`config.mk`:
```
export PLATFORM = sky130hd
export DESIGN_NAME = daq_cmd_front
export DESIGN_NICKNAME = d
export VERILOG_FILES = /design/src/rtl/daq_cmd_pkg.sv /design/src/rtl/daq_bus_sampler.sv /design/src/rtl/daq_cmd_engine.sv /design/src/rtl/daq_chan_stepper.sv /design/src/rtl/daq_cmd_front.sv
export SDC_FILE = /design/constraint.sdc
export NUM_CORES = 1
export LEC_CHECK = 0
export BUFFER_PORTS_ARGS = -buffer_cell sky130_fd_sc_hd__buf_4
export CORE_UTILIZATION = 34
export CTS_CLUSTER_SIZE = 28
export DETAILED_ROUTE_END_ITERATION = 10
export MAX_ROUTING_LAYER = met4
export PLACE_DENSITY_LB_ADDON = 0.1
export SYNTH_ARGS = -nofsm -noshare
export SYNTH_HDL_FRONTEND = slang
export SYNTH_SLANG_ARGS = --single-unit
```
`constraint.sdc`:
```
create_clock -name clk -period 3.7 [get_ports clk]
set_clock_uncertainty 0.15 [all_clocks]
set_input_delay 0.74 -clock clk [delete_from_list [all_inputs] [get_ports clk]]
set_output_delay 0.74 -clock clk [all_outputs]
set_load 0.02 [all_outputs]
```
`src/rtl/daq_cmd_pkg.sv`:
```
package daq_cmd_pkg;

    localparam int          CMD_BITS = 8;
    localparam int          CNT_W    = 4;
    localparam logic [1:0]  CH_AUTO  = 2'b11;
    localparam logic [3:0]  FIXED_ID = 4'b1001;

    typedef struct packed {
        logic start;
        logic stop;
        logic rise;
        logic fall;
        logic sda;
    } bus_ev_t;

    typedef struct packed {
        logic [3:0] ident;
        logic       to_limit;
        logic [1:0] chan;
        logic       rd;
    } cmd_byte_t;

    typedef enum logic [2:0] {
        ENG_IDLE,
        ENG_SHIFT,
        ENG_ACK,
        ENG_TRACK,
        ENG_ACTIVE,
        ENG_IGNORE
    } eng_state_t;

    function automatic logic [3:0] expected_id(input logic strapped, input logic [2:0] pins);
        return strapped ? {pins, 1'b1} : FIXED_ID;
    endfunction

    function automatic logic wants_auto(input logic to_limit, input logic [1:0] chan);
        return !to_limit && (chan == CH_AUTO);
    endfunction

    function automatic logic [1:0] step_chan(input logic [1:0] cur, input logic [1:0] last);
        return (cur == last) ? 2'd0 : cur + 2'd1;
    endfunction

endpackage

```
`src/rtl/daq_bus_sampler.sv`:
```
module daq_bus_sampler
    import daq_cmd_pkg::*;
#(
    parameter int STAGES = 2
) (
    input  logic    clk,
    input  logic    rst,
    input  logic    scl_in,
    input  logic    sda_in,
    output bus_ev_t ev
);
    localparam int TOP = STAGES - 1;

    logic [STAGES-1:0] scl_p, sda_p;
    logic              scl_d, sda_d;
    logic              scl_s, sda_s;

    generate
        if (STAGES == 1) begin : g_single
            always_ff @(posedge clk) begin
                if (rst) begin
                    scl_p <= '1;
                    sda_p <= '1;
                end else begin
                    scl_p <= scl_in;
                    sda_p <= sda_in;
                end
            end
        end else begin : g_chain
            always_ff @(posedge clk) begin
                if (rst) begin
                    scl_p <= '1;
                    sda_p <= '1;
                end else begin
                    scl_p <= {scl_p[STAGES-2:0], scl_in};
                    sda_p <= {sda_p[STAGES-2:0], sda_in};
                end
            end
        end
    endgenerate

    assign scl_s = scl_p[TOP];
    assign sda_s = sda_p[TOP];

    always_ff @(posedge clk) begin
        if (rst) begin
            scl_d <= 1'b1;
            sda_d <= 1'b1;
        end else begin
            scl_d <= scl_s;
            sda_d <= sda_s;
        end
    end

    always_comb begin
        ev.start = scl_s && scl_d && sda_d && !sda_s;
        ev.stop  = scl_s && scl_d && !sda_d && sda_s;
        ev.rise  = scl_s && !scl_d;
        ev.fall  = !scl_s && scl_d;
        ev.sda   = sda_s;
    end

    AST_START_STOP_EXCL: assert property (@(posedge clk) disable iff (rst)
        !(ev.start && ev.stop));
    AST_COND_CLK_HIGH: assert property (@(posedge clk) disable iff (rst)
        (ev.start || ev.stop) |-> !ev.rise && !ev.fall);

endmodule

```
`src/rtl/daq_cmd_engine.sv`:
```
module daq_cmd_engine
    import daq_cmd_pkg::*;
#(
    parameter bit STRAPPED = 1'b0
) (
    input  logic       clk,
    input  logic       rst,
    input  bus_ev_t    ev,
    input  logic [2:0] strap_pins,
    output logic       load,
    output logic       to_limit,
    output logic [1:0] chan_code,
    output logic       rd_bit,
    output logic       sda_oe,
    output logic       track,
    output logic       conv_start
);
    eng_state_t       st;
    logic [CNT_W-1:0] bitcnt;
    cmd_byte_t        shreg;
    logic [3:0]       dev_id;
    logic             byte_end;
    logic             id_ok;

    assign dev_id   = expected_id(STRAPPED, strap_pins);
    assign byte_end = (st == ENG_SHIFT) && ev.fall && (bitcnt == CNT_W'(CMD_BITS));
    assign id_ok    = (shreg.ident == dev_id);
    assign load     = byte_end && id_ok;

    always_ff @(posedge clk) begin
        if (rst) begin
            st     <= ENG_IDLE;
            bitcnt <= '0;
            shreg  <= '0;
        end else if (ev.start) begin
            st     <= ENG_SHIFT;
            bitcnt <= '0;
            shreg  <= '0;
        end else if (ev.stop) begin
            st     <= ENG_IDLE;
        end else begin
            unique case (st)
                ENG_SHIFT: begin
                    if (ev.rise && bitcnt < CNT_W'(CMD_BITS)) begin
                        shreg  <= {shreg[CMD_BITS-2:0], ev.sda};
                        bitcnt <= bitcnt + 1'b1;
                    end else if (byte_end) begin
                        st <= id_ok ? ENG_ACK : ENG_IGNORE;
                    end
                end
                ENG_ACK: begin
                    if (ev.fall) st <= shreg.to_limit ? ENG_ACTIVE : ENG_TRACK;
                end
                ENG_TRACK: begin
                    if (ev.rise) st <= ENG_ACTIVE;
                end
                default: st <= st;
            endcase
        end
    end

    assign to_limit   = shreg.to_limit;
    assign chan_code  = shreg.chan;
    assign rd_bit     = shreg.rd;
    assign sda_oe     = (st == ENG_ACK);
    assign track      = ((st == ENG_ACK) && !shreg.to_limit) || (st == ENG_TRACK);
    assign conv_start = (st == ENG_TRACK) && ev.rise;

    AST_ACK_ON_MATCH: assert property (@(posedge clk) disable iff (rst)
        $rose(sda_oe) |-> (shreg.ident == dev_id));
    AST_START_RELEASES: assert property (@(posedge clk) disable iff (rst)
        ev.start |=> !sda_oe && !track);
    AST_HOLD_AFTER_START: assert property (@(posedge clk) disable iff (rst)
        conv_start |=> !track && !conv_start);
    AST_NO_TRACK_LIMIT: assert property (@(posedge clk) disable iff (rst)
        track |-> !shreg.to_limit);

endmodule

```
`src/rtl/daq_chan_stepper.sv`:
```
module daq_chan_stepper
    import daq_cmd_pkg::*;
#(
    parameter int NUM_CH = 3
) (
    input  logic       clk,
    input  logic       rst,
    input  logic       clr,
    input  logic       load,
    input  logic       to_limit,
    input  logic [1:0] chan_code,
    input  logic       rd_bit,
    input  logic       conv_done,
    output logic [1:0] chan_idx,
    output logic       cmd_valid,
    output logic       is_conv,
    output logic       is_read,
    output logic       auto_inc
);
    localparam logic [1:0] LAST = 2'(NUM_CH - 1);

    always_ff @(posedge clk) begin
        if (rst) begin
            chan_idx  <= '0;
            cmd_valid <= 1'b0;
            is_conv   <= 1'b0;
            is_read   <= 1'b0;
            auto_inc  <= 1'b0;
        end else if (clr) begin
            cmd_valid <= 1'b0;
            is_conv   <= 1'b0;
            is_read   <= 1'b0;
            auto_inc  <= 1'b0;
        end else if (load) begin
            cmd_valid <= 1'b1;
            is_conv   <= !to_limit;
            is_read   <= rd_bit;
            auto_inc  <= wants_auto(to_limit, chan_code);
            chan_idx  <= wants_auto(to_limit, chan_code) ? 2'd0 : chan_code;
        end else if (conv_done && auto_inc) begin
            chan_idx  <= step_chan(chan_idx, LAST);
        end
    end

    AST_CHAN_IN_RANGE: assert property (@(posedge clk) disable iff (rst)
        auto_inc |-> chan_idx <= LAST);
    AST_WRAP_TO_ZERO: assert property (@(posedge clk) disable iff (rst)
        (auto_inc && conv_done && !clr && !load && chan_idx == LAST) |=> chan_idx == 2'd0);
    AST_AUTO_NEEDS_CONV: assert property (@(posedge clk) disable iff (rst)
        auto_inc |-> is_conv && cmd_valid);

endmodule

```
`src/rtl/daq_cmd_front.sv`:
```
module daq_cmd_front
    import daq_cmd_pkg::*;
#(
    parameter int NUM_CH      = 3,
    parameter bit STRAPPED    = 1'b0,
    parameter int SYNC_STAGES = 2
) (
    input  logic       clk,
    input  logic       rst,
    input  logic       scl_in,
    input  logic       sda_in,
    input  logic [2:0] strap_pins,
    input  logic       conv_done,
    output logic       sda_oe,
    output logic       track,
    output logic       conv_start,
    output logic [1:0] chan_idx,
    output logic       cmd_valid,
    output logic       is_conv,
    output logic       is_read,
    output logic       auto_inc
);
    bus_ev_t    ev;
    logic       load, to_limit, rd_bit;
    logic [1:0] chan_code;

    daq_bus_sampler #(.STAGES(SYNC_STAGES)) u_sampler (
        .clk    (clk),
        .rst    (rst),
        .scl_in (scl_in),
        .sda_in (sda_in),
        .ev     (ev)
    );

    daq_cmd_engine #(.STRAPPED(STRAPPED)) u_engine (
        .clk        (clk),
        .rst        (rst),
        .ev         (ev),
        .strap_pins (strap_pins),
        .load       (load),
        .to_limit   (to_limit),
        .chan_code  (chan_code),
        .rd_bit     (rd_bit),
        .sda_oe     (sda_oe),
        .track      (track),
        .conv_start (conv_start)
    );

    daq_chan_stepper #(.NUM_CH(NUM_CH)) u_stepper (
        .clk       (clk),
        .rst       (rst),
        .clr       (ev.start),
        .load      (load),
        .to_limit  (to_limit),
        .chan_code (chan_code),
        .rd_bit    (rd_bit),
        .conv_done (conv_done),
        .chan_idx  (chan_idx),
        .cmd_valid (cmd_valid),
        .is_conv   (is_conv),
        .is_read   (is_read),
        .auto_inc  (auto_inc)
    );

    AST_TRACK_ONLY_VALID: assert property (@(posedge clk) disable iff (rst)
        track |-> cmd_valid && is_conv);
    AST_START_CLEARS_MODE: assert property (@(posedge clk) disable iff (rst)
        ev.start |=> !cmd_valid && !auto_inc);

endmodule

```
# == Word-level counts from Yosys, hierarchy flattened ==
# Cells that the tools add are included.
# word_totals
ff_bits,27
# classes
n_addsub,2
bitwise,2
eq_ne,15
n_lt_le_gt_ge,1
n_reduce_logical,30
muxes,13
# op_table
cell,n
two-way mux 3 bit,6
logical AND 1 bit,15
AND reduction 5 bit,2
one-hot mux 3 bit (3 select lines),1
== test 4 bit (second input constant),2
two-way mux 2 bit,4
!= test 4 x 2 -> 1 bit (second input constant),2
== test 3 x 2 -> 1 bit (second input constant),2
!= test 2 x 1 -> 1 bit (second input constant),3
logical NOT 1 bit,5
nonzero test 5 bit,1
adder 4 x 1 -> 4 bit (second input constant),1
== test 2 bit (second input constant),2
< comparator 4 bit (second input constant),1
!= test 4 x 1 -> 1 bit (second input constant),1
!= test 4 x 3 -> 1 bit (second input constant),1
== test 3 x 1 -> 1 bit (second input constant),1
AND reduction 3 bit,1
nonzero test 3 bit,1
OR reduction 3 bit,1
adder 2 x 1 -> 2 bit (second input constant),1
two-way mux 1 bit,2
!= test 2 bit (second input constant),1
NOT 1 bit,2
4 further kinds,4

# == Logic depth before layout (Yosys ltp) ==
# logic_depth
depth_word,9
depth_mapped,8

# == Cells and area by module ==
# From an unflattened synthesis, not the netlist that was laid out.
# hier_totals
hier_cells,130
area_unflattened_um2,1248.7
# modules_own_cells
mod,seq_area_each_um2,area_per_inst_um2,cells_each,n_inst
daq_cmd_engine,300.3,769.5,82,1
daq_chan_stepper,120.1,281.5,31,1
daq_bus_sampler,120.1,197.7,17,1

# == Worst setup path before layout ==
# Ideal clock, no wire load.
# synth_timing
path_kind,register -> register
startpoint,register u_engine.st[0]
endpoint,register u_stepper.chan_idx[0]
required_ps,3471
slack_ps,1608
path_buffers,2
path_stages_with_launch,8
arrival_time_ps,1863
setup_time_ps,79
cell_sequence,dfxtp_1 > buf_4 > or3b_1 > or4_4 > buf_6 > nor3_2 > a21oi_1 > a211oi_2
# synth_via
elab_chain_len,6
# synth_lines
item,line_no,text
"start, declared",daq_cmd_engine.sv:18,eng_state_t st;
"start signal, assigned",daq_cmd_engine.sv:48,st <= id_ok ? ENG_ACK : ENG_IGNORE;
"start signal, assigned",daq_cmd_engine.sv:52,if (ev.fall) st <= shreg.to_limit ? ENG_ACTIVE : ENG_TRACK;
"start signal, assigned",daq_cmd_engine.sv:57,default: st <= st;
== test 3 x 1 -> 1 bit (*),daq_cmd_engine.sv:26,assign byte_end = (st == ENG_SHIFT) && ev.fall && (bitcnt == CNT_W'(CMD_BITS));
logical AND 1 bit (*) (2 in series),daq_cmd_engine.sv:26,
logical AND 1 bit (*),daq_cmd_engine.sv:28,assign load = byte_end && id_ok;
nonzero test 2 bit (no source line),--,
AND reduction 2 bit (no source line),--,
"end signal, assigned",daq_chan_stepper.sv:39,"chan_idx <= wants_auto(to_limit, chan_code) ? 2'd0 : chan_code;"
"end signal, assigned",daq_chan_stepper.sv:41,"chan_idx <= step_chan(chan_idx, LAST);"
"end, declared",daq_chan_stepper.sv:14,"output logic [1:0] chan_idx,"
# Mark *: on every way between the ends. The rest lies on a longest branch, timed or not.
# A chain may end at the register's enable or synchronous reset.

# == Worst setup path in the final report ==
# Same ends and word-level chain as after synthesis.

==> metrics.md <==
| Metric | Value |
|---|---|
| Outcome | completed |
| Grt total ovfl | 0 |
| CTS buffer count | 3 |
| CTS Hold Bufs | 0 |
| Clk buf depth | 2 |
| Mux cell area share after synthesis | 0.00837 |
| Max Cap Viol | 0 |
| Power Density | 342 nW/um^2 |
| Starting Density | 0.356 |
| Crit Path Max Fanout | 11 |
| Syn Inst Count | 142 |
| Buf/Inv on CP | 0 |
| Max-slew violations | 0 |
| Total negative slack | 0 ns |
| Layout Utilization | 0.401 |
| Synth Flop Type | dfxtp_1 |
| Synth top area cells | dfxtp_1, a21oi_1, nand2_1, nor2_1, or2_2 |
| Placed Cells | 195 |
| Flops & latches, synth | 27 |
| Final Cell Area | 1350 um^2 |
| Synth cell count leaders | dfxtp_1, nand2_1, a21oi_1 |
| Placement Cell Area | 1320 um^2 |
| Post-Synthesis Cell Area | 1200 um^2 |
| Syn avg cell area | 8.42 um^2 |
| Req. time, crit path | 3.81 ns |
| Fin worst setup slack | 1.32 ns |
| Largest net degree at the start of global routing | 17 |
| Crit Path Class | reg -> reg |
| Least-Margin Pin Slew | 0.671 ns |
| Iter 0 DRT Violations | 33 |
| Via Count | 957 |
| Core area | 3360 um^2 |
| Non-Filler Instances | 199 |
| CP max stage delay | 0.66 ns |
| Layout cell share with drive strength beyond 1 | 0.216 |
| Residual DRC count | 0 |
| Crit path launch type | flip-flop |
| Post-CTS setup buffer count | 0 |
| Worst-skew pair later-pin latency | 0.32 ns |
| Synth Area in Adders | 0.0209 |
| Horiz. Die Dim | 61.3 um |
| EDFF count, synth | 0 |
| Library cells used by synthesis | 37 |
| Seq/Total Area, Yosys | 0.452 |
| Nets | 164 |
| Clock sink count | 27 |
| # setup viols final | 0 |
| Post_cts resized | 0 |
| Yosys top cell by area | dfxtp_1 |
| Slowest stage cell, crit path | or4_4 |
| Unrepaired setup endpoints after global routing | no |
| Syn nets | 152 |
| Antenna-violating nets left | 0 |
| Final min period | 2.38 ns |
| First-pass GRT wire length | 3740 um |
| Highest ir drop seen on vdd | 0.146 mV |
| Worst path arrival time | 2.49 ns |
| Pre-CTS setup slack | 1.35 ns |
| Largest family of logic cells by synthesized area | simple AND/OR/NAND/NOR gates |
| CTS tree | done |
| Min-Delay Path Class | reg -> reg |
| Final Hold Viols | 0 |
| Initial antenna violation count | 0 |
| Vias in the first global route | 846 |
| Critical-path cell list | or3b_1 > or4_4 > a21boi_1 > nor2_1 > a211oi_2 |
| Diodes inserted | 0 |
| Top cell type's share of synthesized area | 0.452 |
| Final WL | 2290 um |
| Via density | 4.81 |
| Period utilisation layout | 0.645 |
| Clk slew on worst S/H paths | 0.14 ns |
| Fmax | 419 MHz |
| Gpl congestion | 0.791 |
| Compound-gate portion of the synthesized area | 0.159 |
| Async SR Flop Fraction | 0 |
| Port-buffer cells | 13 |
| Cell family with most CP delay | simple AND/OR/NAND/NOR gates |
| Synth Warn # | 0 |
| Post-DP HPWL | 1650 um |
| Root buffer cell | clkbuf_4 |
| Slew headroom | 0.548 |
| IO Pins | 17 |
| # H-tree levels | 1 |
| Post-synthesis share of cell area spent on xor and xnor gates | 0.0146 |
| DR WL/cell | 11.5 um |
| Num rows | 21 |
| All-Layer GR Usage | 0.144 |
| Most frequent cell after synthesis | dfxtp_1 |
| Area Growth Syn to Fin | 12.8% |
| LEAKAGE | 0.510 nW |
| Simple-gate portion of the synthesized area | 0.298 |
| Die height | 61.3 um |
| Die area | 3760 um^2 |
| Drt first pass iters | 4 |
| Setup crit end kind | flip-flop |
-- final cells by class --
| class | count | area [um^2] |
|---|---|---|
| fill | 390 | 2010 |
| multi-input combinational | 103 | 599 |
| sequential | 27 | 541 |
| timing repair buffer | 14 | 105 |
| tap | 46 | 57.6 |
| clock buffer | 3 | 22.5 |
| inverter | 5 | 18.8 |
| clock inverter | 1 | 5.00 |
-- routing by layer --
metal	up-vias	GRT usage	share of wire
met2	16	0.228	0.45
met5	-	-	0
met3	2	0.0189	0.033
li1	507	-	-
met1	432	0.180	0.51
met4	0	0.0682	0.0087
-- worst paths after layout --
path | startpoint | endpoint | slack, ns | depth (start not counted)
setup / recovery | u_engine.st[0] | u_stepper.chan_idx[0] | 1.32 | 5
hold reg to reg | u_sampler.sda_p[0] | u_sampler.sda_p[1] | 0.28 | 1
hold / removal | u_sampler.sda_p[0] | u_sampler.sda_p[1] | 0.28 | 1
setup reg to reg | u_engine.st[0] | u_stepper.chan_idx[0] | 1.32 | 5
-- power breakdown --
| group | switching [mW] | total, mW | internal, mW |
|---|---|---|---|
| clock network | 0.0855 | 0.126 | 0.0405 |
| logic | 0.0176 | 0.0321 | 0.0145 |
| registers | 0.00671 | 0.303 | 0.297 |
-- cell usage in the layout, fill, tap and decap left out, types with 2 or more instances in the layout --
cell,Yosys,routed
dfxtp_1,27,27
nand2_1,22,22
or2_2,7,7
nor3_1,8,8
buf_4,1,14
nand2b_1,5,5
ha_1,2,2
clkbuf_4,0,3
nor2b_1,2,2
a21oi_1,19,19
o21ai_0,2,2
inv_1,5,5
nor2_1,13,13
-- kinds of logic after synthesis --
kind of cell,count (synthesis)
multiplexers,1
buffers and inverters,12
AO/OA/AOI/OAI,30
flip-flops,27
adder cells (fa/ha/maj),2
XOR/XNOR,2
AND/OR/NAND/NOR,68
-- sequential cells by signal (all words and copies together), names as in the netlist --
signal and cells:
u_engine.bitcnt 4, u_engine.shreg 4, u_engine.st 3, u_engine.chan_code 2, u_sampler.scl_p 2, u_sampler.sda_p 2
u_stepper.chan_idx 2, u_engine.rd_bit 1, u_engine.to_limit 1, u_sampler.scl_d 1, u_sampler.sda_d 1, u_stepper.auto_inc 1
u_stepper.cmd_valid 1, u_stepper.is_conv 1, u_stepper.is_read 1
-- metrics by stage --
| stage | total power, mW | hold slack (ns) |
|---|---|---|
| after floorplan | 0.334 | 0.239 |
| after global placement | 0.341 | 0.242 |
| after detailed placement | 0.342 | 0.249 |
| after CTS | 0.472 | 0.283 |
| after global routing | 0.489 | 0.304 |
| final | 0.462 | 0.277 |
No activity file was read; power rests on OpenSTA's default activity.
